### src/rtl/dma_seq_pkg.sv
package dma_seq_pkg;
    typedef enum logic {
        STEP_UP   = 1'b0,
        STEP_DOWN = 1'b1
    } step_dir_e;

    typedef enum logic {
        XFER_BYTE = 1'b0,
        XFER_WORD = 1'b1
    } xfer_width_e;
endpackage

### src/rtl/dma_addr_step.sv
module dma_addr_step
    import dma_seq_pkg::*;
#(
    parameter int ADDR_W = 16
) (
    input  logic [ADDR_W-1:0] addr_i,
    input  step_dir_e         dir_i,
    output logic [ADDR_W-1:0] addr_o
);
    localparam logic [ADDR_W-1:0] ONE = ADDR_W'(1);

    // modular arithmetic: wrap stays inside the low field, no carry out
    always_comb begin
        if (dir_i == STEP_DOWN) addr_o = addr_i - ONE;
        else                    addr_o = addr_i + ONE;
    end
endmodule

### src/rtl/dma_cnt_step.sv
module dma_cnt_step #(
    parameter int CNT_W = 16
) (
    input  logic [CNT_W-1:0] cnt_i,
    output logic [CNT_W-1:0] cnt_o,
    output logic             zero_o
);
    localparam logic [CNT_W-1:0] ONE = CNT_W'(1);

    always_comb begin
        cnt_o  = cnt_i - ONE;
        zero_o = (cnt_i == '0);
    end
endmodule

### src/rtl/dma_phys_map.sv
module dma_phys_map
    import dma_seq_pkg::*;
#(
    parameter int ADDR_W = 16,
    parameter int PAGE_W = 8
) (
    input  logic [PAGE_W-1:0]        page_i,
    input  logic [ADDR_W-1:0]        addr_i,
    input  xfer_width_e              width_i,
    output logic [PAGE_W+ADDR_W-1:0] phys_o
);
    always_comb begin
        if (width_i == XFER_WORD) phys_o = {page_i[PAGE_W-1:1], addr_i, 1'b0};
        else                      phys_o = {page_i, addr_i};
    end
endmodule

### src/rtl/dma_addr_seq.sv
module dma_addr_seq
    import dma_seq_pkg::*;
#(
    parameter int ADDR_W = 16,
    parameter int CNT_W  = 16,
    parameter int PAGE_W = 8
) (
    input  logic                     clk,
    input  logic                     rst_n,
    input  logic                     load_i,
    input  logic [ADDR_W-1:0]        base_addr_i,
    input  logic [CNT_W-1:0]         base_cnt_i,
    input  logic                     page_we_i,
    input  logic [PAGE_W-1:0]        page_i,
    input  logic                     word_mode_i,
    input  logic                     step_down_i,
    input  logic                     auto_init_i,
    input  logic                     xfer_done_i,
    output logic [PAGE_W+ADDR_W-1:0] phys_addr_o,
    output logic [CNT_W-1:0]         remain_cnt_o,
    output logic                     tc_o,
    output logic                     masked_o
);
    typedef struct packed {
        logic [ADDR_W-1:0] base_addr;
        logic [CNT_W-1:0]  base_cnt;
        logic [ADDR_W-1:0] cur_addr;
        logic [CNT_W-1:0]  cur_cnt;
        logic [PAGE_W-1:0] page;
        logic              masked;
        logic              tc;
    } seq_state_t;

    seq_state_t st_d, st_q;

    logic [ADDR_W-1:0] addr_step;
    logic [CNT_W-1:0]  cnt_step;
    logic              cnt_zero;
    logic              accept;
    step_dir_e         dir;
    xfer_width_e       width;

    // named views of state for the bound checker
    logic [ADDR_W-1:0] cur_addr_q;
    logic [PAGE_W-1:0] page_q;
    assign cur_addr_q = st_q.cur_addr;
    assign page_q     = st_q.page;

    assign dir    = step_down_i ? STEP_DOWN : STEP_UP;
    assign width  = word_mode_i ? XFER_WORD : XFER_BYTE;
    assign accept = xfer_done_i & ~st_q.masked;

    dma_addr_step #(.ADDR_W(ADDR_W)) u_addr_step (
        .addr_i (st_q.cur_addr),
        .dir_i  (dir),
        .addr_o (addr_step)
    );

    dma_cnt_step #(.CNT_W(CNT_W)) u_cnt_step (
        .cnt_i  (st_q.cur_cnt),
        .cnt_o  (cnt_step),
        .zero_o (cnt_zero)
    );

    dma_phys_map #(.ADDR_W(ADDR_W), .PAGE_W(PAGE_W)) u_phys_map (
        .page_i  (st_q.page),
        .addr_i  (st_q.cur_addr),
        .width_i (width),
        .phys_o  (phys_addr_o)
    );

    always_comb begin
        st_d    = st_q;
        st_d.tc = 1'b0;
        if (page_we_i) begin
            st_d.page = page_i;
        end
        if (load_i) begin
            st_d.base_addr = base_addr_i;
            st_d.base_cnt  = base_cnt_i;
            st_d.cur_addr  = base_addr_i;
            st_d.cur_cnt   = base_cnt_i;
            st_d.masked    = 1'b0;
        end else if (accept) begin
            st_d.tc = cnt_zero;
            if (cnt_zero && auto_init_i) begin
                st_d.cur_addr = st_q.base_addr;
                st_d.cur_cnt  = st_q.base_cnt;
            end else begin
                st_d.cur_addr = addr_step;
                st_d.cur_cnt  = cnt_step;
                if (cnt_zero) begin
                    st_d.masked = 1'b1;
                end
            end
        end
    end

    always_ff @(posedge clk or negedge rst_n) begin
        if (!rst_n) begin
            st_q        <= '0;
            st_q.masked <= 1'b1;
        end else begin
            st_q <= st_d;
        end
    end

    assign remain_cnt_o = st_q.cur_cnt;
    assign tc_o         = st_q.tc;
    assign masked_o     = st_q.masked;
endmodule

### config.mk
export PLATFORM = sky130hd
export DESIGN_NAME = dma_addr_seq
export DESIGN_NICKNAME = d
export VERILOG_FILES = /design/src/rtl/dma_seq_pkg.sv /design/src/rtl/dma_addr_step.sv /design/src/rtl/dma_cnt_step.sv /design/src/rtl/dma_phys_map.sv /design/src/rtl/dma_addr_seq.sv
export SDC_FILE = /design/constraint.sdc
export NUM_CORES = 1
export LEC_CHECK = 0
export CAP_MARGIN = 20
export CORE_ASPECT_RATIO = 1.1
export CORE_MARGIN = 3
export CORE_UTILIZATION = 40
export CTS_BUF_LIST = sky130_fd_sc_hd__clkbuf_16
export CTS_CLUSTER_SIZE = 14
export DETAILED_ROUTE_END_ITERATION = 10
export PLACE_DENSITY = 0.76
export SKIP_LAST_GASP = 1
export SYNTH_ARGS = -nofsm -noshare
export SYNTH_HDL_FRONTEND = slang
export SYNTH_SLANG_ARGS = --single-unit
### constraint.sdc
create_clock -name clk -period 3.65 [get_ports clk]
set_clock_uncertainty 0.1 [all_clocks]
set_input_delay 0.73 -clock clk [delete_from_list [all_inputs] [get_ports clk]]
set_output_delay 0.73 -clock clk [all_outputs]
set_load 0.02 [all_outputs]
==> impl_metrics.py, run 1 <==
metrics = {
    "yosys": {
        "synth.ff_latch_count": 74,
        "synth_top_family_by_area": "compound AO/OA/AOI/OAI gates",
        "synth_cell_types": 57,
        "muxShareOfSynthArea_pct": 10.1,
        "synth_xor_area_share_pct": 1.68,
        "yosys_warnings": 0,
        "post-synth-top-count-cell": "dfrtp_1",
        "synth_compound_area_share_pct": 19.9,
        "synth-edff-count": 0,
        "synth.top_cell.area_share_pct": 38.9,
        "synthCells": 527,
        "yosys.area.top_type": "dfrtp_1",
        "synth.avg_cell_area_um2": 8.92,
        "async_flop_share_pct": 100,
        "synth.area.top_cells": "dfrtp_1 (39%), mux2_2 (8.4%), ha_1 (4.3%)",
        "syn_area_um2": 4700,
        "syn_nets": 592,
        "synthSimpleGateAreaFrac_pct": 15.1,
        "yosysSeqAreaShare_pct": 39.4,
        "ys.flop_type": "dfrtp_1",
        "yosys.area_share.adder_pct": 4.68,
        "synth_common_cells": "dfrtp_1 (73), nand2_1 (43), nor2_1 (40), o21ai_0 (37), mux2_2 (35)",
    },
    "sta": {
        "rsz0062_at_grt": "no",
        "fmax_mhz": 294,
        "fin_crit_sh_pct": 93.2,
        "tns_ns": 0,
        "setup_viol": 0,
        "slew_headroom_pct": 45.4,
        "hold_violations": 0,
        "tightest_slew_ns": 0.812,
        "slew_viol_final": 0,
        "period_minus_slack_ns": 3.40,
    },
    "min_path": {
        "hp-class": "in -> async",
    },
    "clock_network": {
        "clkSlewWorstSetupHoldPaths_ns": 0.06,
        "numCtsBuffers": 9,
        "cts_root_buf": "clkbuf_16",
        "cts_setup_buffers": 0,
        "cts_tree": "yes",
        "cts.path.max_buffers": 2,
        "postCtsHoldBufs": 0,
        "h-tree-depth": 3,
        "cts_sinks": 74,
        "clk_latency_ns": 0.34,
        "cts_resized": 0,
    },
    "setup_path": {
        "r2r-start": "remain_cnt_o[7]",
        "crit_path_end_kind": "flop",
        "critPathLaunch": "step_down_i",
        "critPathSlowestCell": "clkdlybuf4s50_1",
        "critPathArrivalTime_ns": 3.50,
        "path_cells": "clkdlybuf4s50_1 > fa_1 > a21o_1 > a311oi_1 > o21ai_0 > a31oi_1 > xor2_1 > a22oi_1",
        "cp_data_required_time_ns": 3.75,
        "reg2reg_depth": 6,
        "start_kind": "input pin",
        "cp_slowest_stage_delay_ns": 0.66,
        "regToRegEndpoint": "remain_cnt_o[11]",
        "critPathMaxFanout": 10,
        "crit_type": "in -> reg",
        "worstSetupEndpoint": "cur_addr_q[12]",
        "rrSetupSlack_ns": 0.82,
    },
    "drt": {
        "wl_met3_um": 507,
        "ant_nets": 0,
        "first_iter_violations": 200,
        "drt-met1-wl_um": 5230,
        "dr.pass1.iters": 4,
        "topRoutingLayerUsed": "met4",
        "routed_wl_um": 12500,
        "wl_per_cell_um": 17.0,
        "drc_errors": 0,
        "wl_met2_um": 6450,
        "viasPerCell": 5.67,
        "vias": 4170,
    },
    "grt": {
        "grt_max_degree": 53,
        "grt.overflow.total": 0,
        "grtUsageTotal_pct": 19.7,
        "grt_pass1_vias": 4288,
        "grt_pass1_wl_um": 20500,
        "antenna_found_initial": 0,
    },
    "layout": {
        "fin_cells": 736,
        "n_fill_cell": 1048,
        "drive_above_1_share_pct": 12.2,
        "antennaDiodeCount": 0,
        "nNetsFinal": 649,
        "syn2layout_area_growth_pct": 23.9,
    },
    "floorplan": {
        "die_x_um": 109,
        "start_util_pct": 41.9,
        "core-area_um2": 11200,
        "ios": 90,
        "floorplan.die_area_um2": 13100,
        "die_h_um": 120,
        "rows": 40,
    },
    "placed_design": {
        "gp_congestion": 0.916,
        "portBuffers": 89,
        "dp_cells": 720,
        "dp_hpwl_um": 8650,
    },
    "run_status": {
        "outcome": "finished clean",
    },
    "power": {
        "power_density_nw_per_um2": 452,
        "p_leak_nw": 2.51,
        "ir_worst_vdd_uv": 200,
    },
    "job": {
        "cap_violations": 0,
    },
}
-- worst min path at each step --
stage	end	slack, ns	start	cells after the start
after floorplan	cur_addr_q[0]	0.33	rst_n	0
after global placement	st_q[57]	0.39	st_q[57]	1
after detailed placement	st_q[65]	0.39	st_q[65]	1
after CTS	st_q[53]	0.26	rst_n	1
after global routing	st_q[53]	0.28	rst_n	1
final	st_q[53]	0.25	rst_n	1
-- registers in the layout, indices dropped and copies added (netlist names) --
signal        flops
cur_addr_q       16
masked_o          1
page_q            8
remain_cnt_o     16
st_q             32
tc_o              1
-- layout by cell type (no fill, tap or decap), types with 3 or more instances in the layout --
cell type / n
xnor2_1: 6
a311o_1: 3
a211oi_1: 6
o31ai_1: 13
inv_1: 37
ha_1: 16
nor4_1: 6
a31oi_1: 6
xor2_1: 3
o41ai_1: 3
and2_1: 3
nor2_1: 40
clkbuf_16: 9
dfrtp_1: 73
o21ai_0: 37
a22oi_1: 5
mux2_2: 35
a21o_1: 7
nand2b_1: 3
nand2_1: 43
and3_1: 6
nor2b_1: 8
o21ai_1: 21
clkdlybuf4s50_1: 87
nor3_1: 12
mux2i_1: 8
a21oi_1: 27
nand3_1: 13
buf_4: 11
o211ai_1: 6
-- per-layer routing --
metal,track usage [%],up-vias
li1,-,1971
met1,24.2,2054
met2,33.0,115
met3,3.71,30
met4,8.89,0
met5,0,-
-- stage by stage --
step                      util [%]  total power [mW]  hold slack [ns]  setup slack, ns  cell area [um2]
after floorplan                  -              1.51            0.334             1.04             4700
after global placement        49.5              1.75            0.388            0.164             5550
after detailed placement      49.5              1.77            0.394           0.0595             5550
after CTS                     52.0              2.64            0.256            0.302             5830
after global routing          52.0              2.76            0.280            0.107             5830
final                         52.0              2.63            0.249            0.248             5830
-- power breakdown --
part	internal [mW]	switching [mW]	total (mW)
registers	0.907	0.0860	0.993
logic	0.375	0.405	0.781
clock network	0.517	0.340	0.857
total	1.80	0.831	2.63
-- layout make-up --
type	instances	area [um2]	area share, %
flip-flops and latches	74	1850	31.8
well taps	147	184	3.16
multi-input cells	366	2420	41.6
clock buffers	9	225	3.87
clock inverters	7	55.1	0.945
repair buffers	100	963	16.5
inverters	33	124	2.13
-- worst max-delay path: cells and delay by family --
family                   cells  cell delay (ns)
AO/OA/AOI/OAI                5             1.33
buffers and inverters        1             0.66
adder cells (fa/ha/maj)      1             0.58
XOR/XNOR                     1             0.20
-- logic make-up after synthesis --
group	after synthesis
muxes	43
and+or+nand+nor	148
buffers and inverters	87
AOI/OAI and AO/OA	149
xor gates and xnor gates	9
adders and majority gates	17
DFF	74
Note: power is estimated with default switching activity, not from simulation.
==> run 2, diff against run 1 <==
Settings changed: CORE_UTILIZATION 40 to 50, HOLD_SLACK_MARGIN set to 0.15, PLACE_DENSITY 0.76 to not set, PLACE_DENSITY_LB_ADDON set to 0.3.
==> run 2 against run 1 <==
  * Non-clock buffer count is 1 lower
  * Utilization up 12 points
  * First-iteration DRC count is 1.0% higher
  * Routed wire length shrank 5.3%
  * Combinational power is 2% lower
  * Register-to-register slack barely moved
  * Die area shrank 19%
  * Cell area is 0.43% lower
  * Critical endpoint is now phys_addr_o[13]
  * Hold slack improved by 0.11 ns
  * Fmax up 7.2%
  * Power shrank 0.79%
  * Critical path depth shrank 4
==> impl_metrics.py, run 2 (synthesis gave the netlist of run 1 again) <==
metrics = {
    "floorplan": {
        "core-area_um2": 9010,
        "die_x_um": 98.5,
        "die_h_um": 108,
        "start_util_pct": 52.2,
        "floorplan.die_area_um2": 10600,
        "ios": 90,
        "rows": 36,
    },
    "sta": {
        "hold_violations": 0,
        "rsz0062_at_grt": "no",
        "slew_headroom_pct": 50.3,
        "period_minus_slack_ns": 3.17,
        "tns_ns": 0,
        "setup_viol": 0,
        "fmax_mhz": 315,
        "fin_crit_sh_pct": 87.0,
        "tightest_slew_ns": 0.739,
        "slew_viol_final": 0,
    },
    "clock_network": {
        "clk_latency_ns": 0.34,
        "cts_setup_buffers": 0,
        "clkSlewWorstSetupHoldPaths_ns": 0.06,
        "cts_tree": "yes",
        "postCtsHoldBufs": 0,
        "h-tree-depth": 3,
        "numCtsBuffers": 9,
        "cts_sinks": 74,
        "cts_resized": 0,
        "cts_root_buf": "clkbuf_16",
        "cts.path.max_buffers": 2,
    },
    "power": {
        "p_leak_nw": 2.51,
        "power_density_nw_per_um2": 450,
        "p_int_mw": 1.80,
        "power_switching_mw": 0.811,
        "sw_frac_of_total_pct": 31.1,
        "p_clk_share_pct": 32.5,
        "seq_power_share_pct": 38.1,
        "combPwrFrac_pct": 29.4,
        "ir_worst_vdd_uv": 273,
    },
    "drt": {
        "drc_errors": 0,
        "wl_per_cell_um": 16.9,
        "routed_wl_um": 11800,
        "viasPerCell": 5.79,
        "vias": 4065,
        "first_iter_violations": 202,
        "ant_nets": 0,
        "dr.pass1.iters": 4,
    },
    "layout": {
        "final_common_cell": "clkdlybuf4s50_1",
        "top_register": "st_q",
        "syn2layout_area_growth_pct": 23.4,
        "fin_area_um2": 5800,
        "drive_above_1_share_pct": 11.9,
        "finalCoreUtilization_pct": 64.4,
        "antennaDiodeCount": 0,
        "layout_common_cells": "clkdlybuf4s50_1 (87), dfrtp_1 (73), nand2_1 (43)",
        "largest_reg_flops": 32,
        "nNetsFinal": 648,
    },
    "grt": {
        "grtUsageTotal_pct": 23.0,
        "grt_max_degree": 64,
        "antenna_found_initial": 0,
        "grt.overflow.total": 0,
        "grt_pass1_wl_um": 19700,
        "grt_pass1_vias": 4082,
    },
    "min_path": {
        "hp-class": "in -> async",
    },
    "placed_design": {
        "dp_hpwl_um": 8310,
        "gp_congestion": 0.886,
        "portBuffers": 89,
        "dpl_cell_area_um2": 5520,
    },
    "setup_path": {
        "crit_path_end_kind": "output pin",
        "start_kind": "input pin",
        "crit_type": "in -> out",
        "critPathArrivalTime_ns": 2.34,
        "reg2reg_depth": 7,
        "critPathMaxFanout": 17,
        "cp_data_required_time_ns": 2.82,
    },
    "job": {
        "cap_violations": 0,
    },
    "run_status": {
        "outcome": "finished clean",
    },
}
run 2: cell types whose count changed in the layout (fill, tap and decap cells not counted):
cell	delta
clkinv_1	+2
buf_12	+2
inv_1	-1
buf_4	-3
clkinv_2	-1
run 2: worst max-delay path, stage by stage:
cell and delay, ns:
clkdlybuf4s50_1 0.45, buf_4 0.24, mux2_2 0.37, clkdlybuf4s50_1 0.54
run 2: area by class of cell:
class	instances	area, um2
repair buffers	99	981
flip-flops and latches	74	1850
multi-input cells	366	2420
well taps	114	143
inverters	33	124
fillers	759	3210
clock buffers	9	225
clock inverters	7	53.8
run 2: metal layers:
layer | GRT usage [%] | up-vias | part of all wire, %
met5 | 0 | - | 0
met3 | 4.41 | 22 | 4.5
met4 | 8.98 | 0 | 2.0
met1 | 28.5 | 1963 | 42
li1 | - | 1968 | -
met2 | 39.5 | 112 | 52
run 2: metrics by stage:
stage | hold WS [ns] | setup slack [ns] | cells | total power, mW
6_report | 0.357 | 0.475 | 702 | 2.61
4_1_cts | 0.372 | 0.463 | 702 | 2.63
3_5_place_dp | 0.391 | 0.248 | 686 | 1.77
3_3_place_gp | 0.387 | 0.320 | 686 | 1.75
5_1_grt | 0.406 | 0.378 | 702 | 2.74
2_1_floorplan | 0.334 | 1.04 | 527 | 1.51
run 2: power groups by stage:
stage / Sequential [mW] / Clock, mW / Combinational (mW)
5_1_grt: 1.01 / 0.891 / 0.844
2_1_floorplan: 0.975 / 0 / 0.534
4_1_cts: 0.994 / 0.864 / 0.771
3_5_place_dp: 1.01 / 0 / 0.764
6_report: 0.995 / 0.847 / 0.768
3_3_place_gp: 1.00 / 0 / 0.746
run 2: path summary, 6_finish.rpt:
kind	slack, ns	start	to
max in group asynchronous	2.35	rst_n	masked_o
min reg2reg	0.40	st_q[57]	st_q[57]
max reg2reg	0.83	remain_cnt_o[7]	cur_addr_q[0]
min	0.36	rst_n	page_q[2]
min in group clk	0.40	st_q[57]	st_q[57]
max	0.48	word_mode_i	phys_addr_o[13]
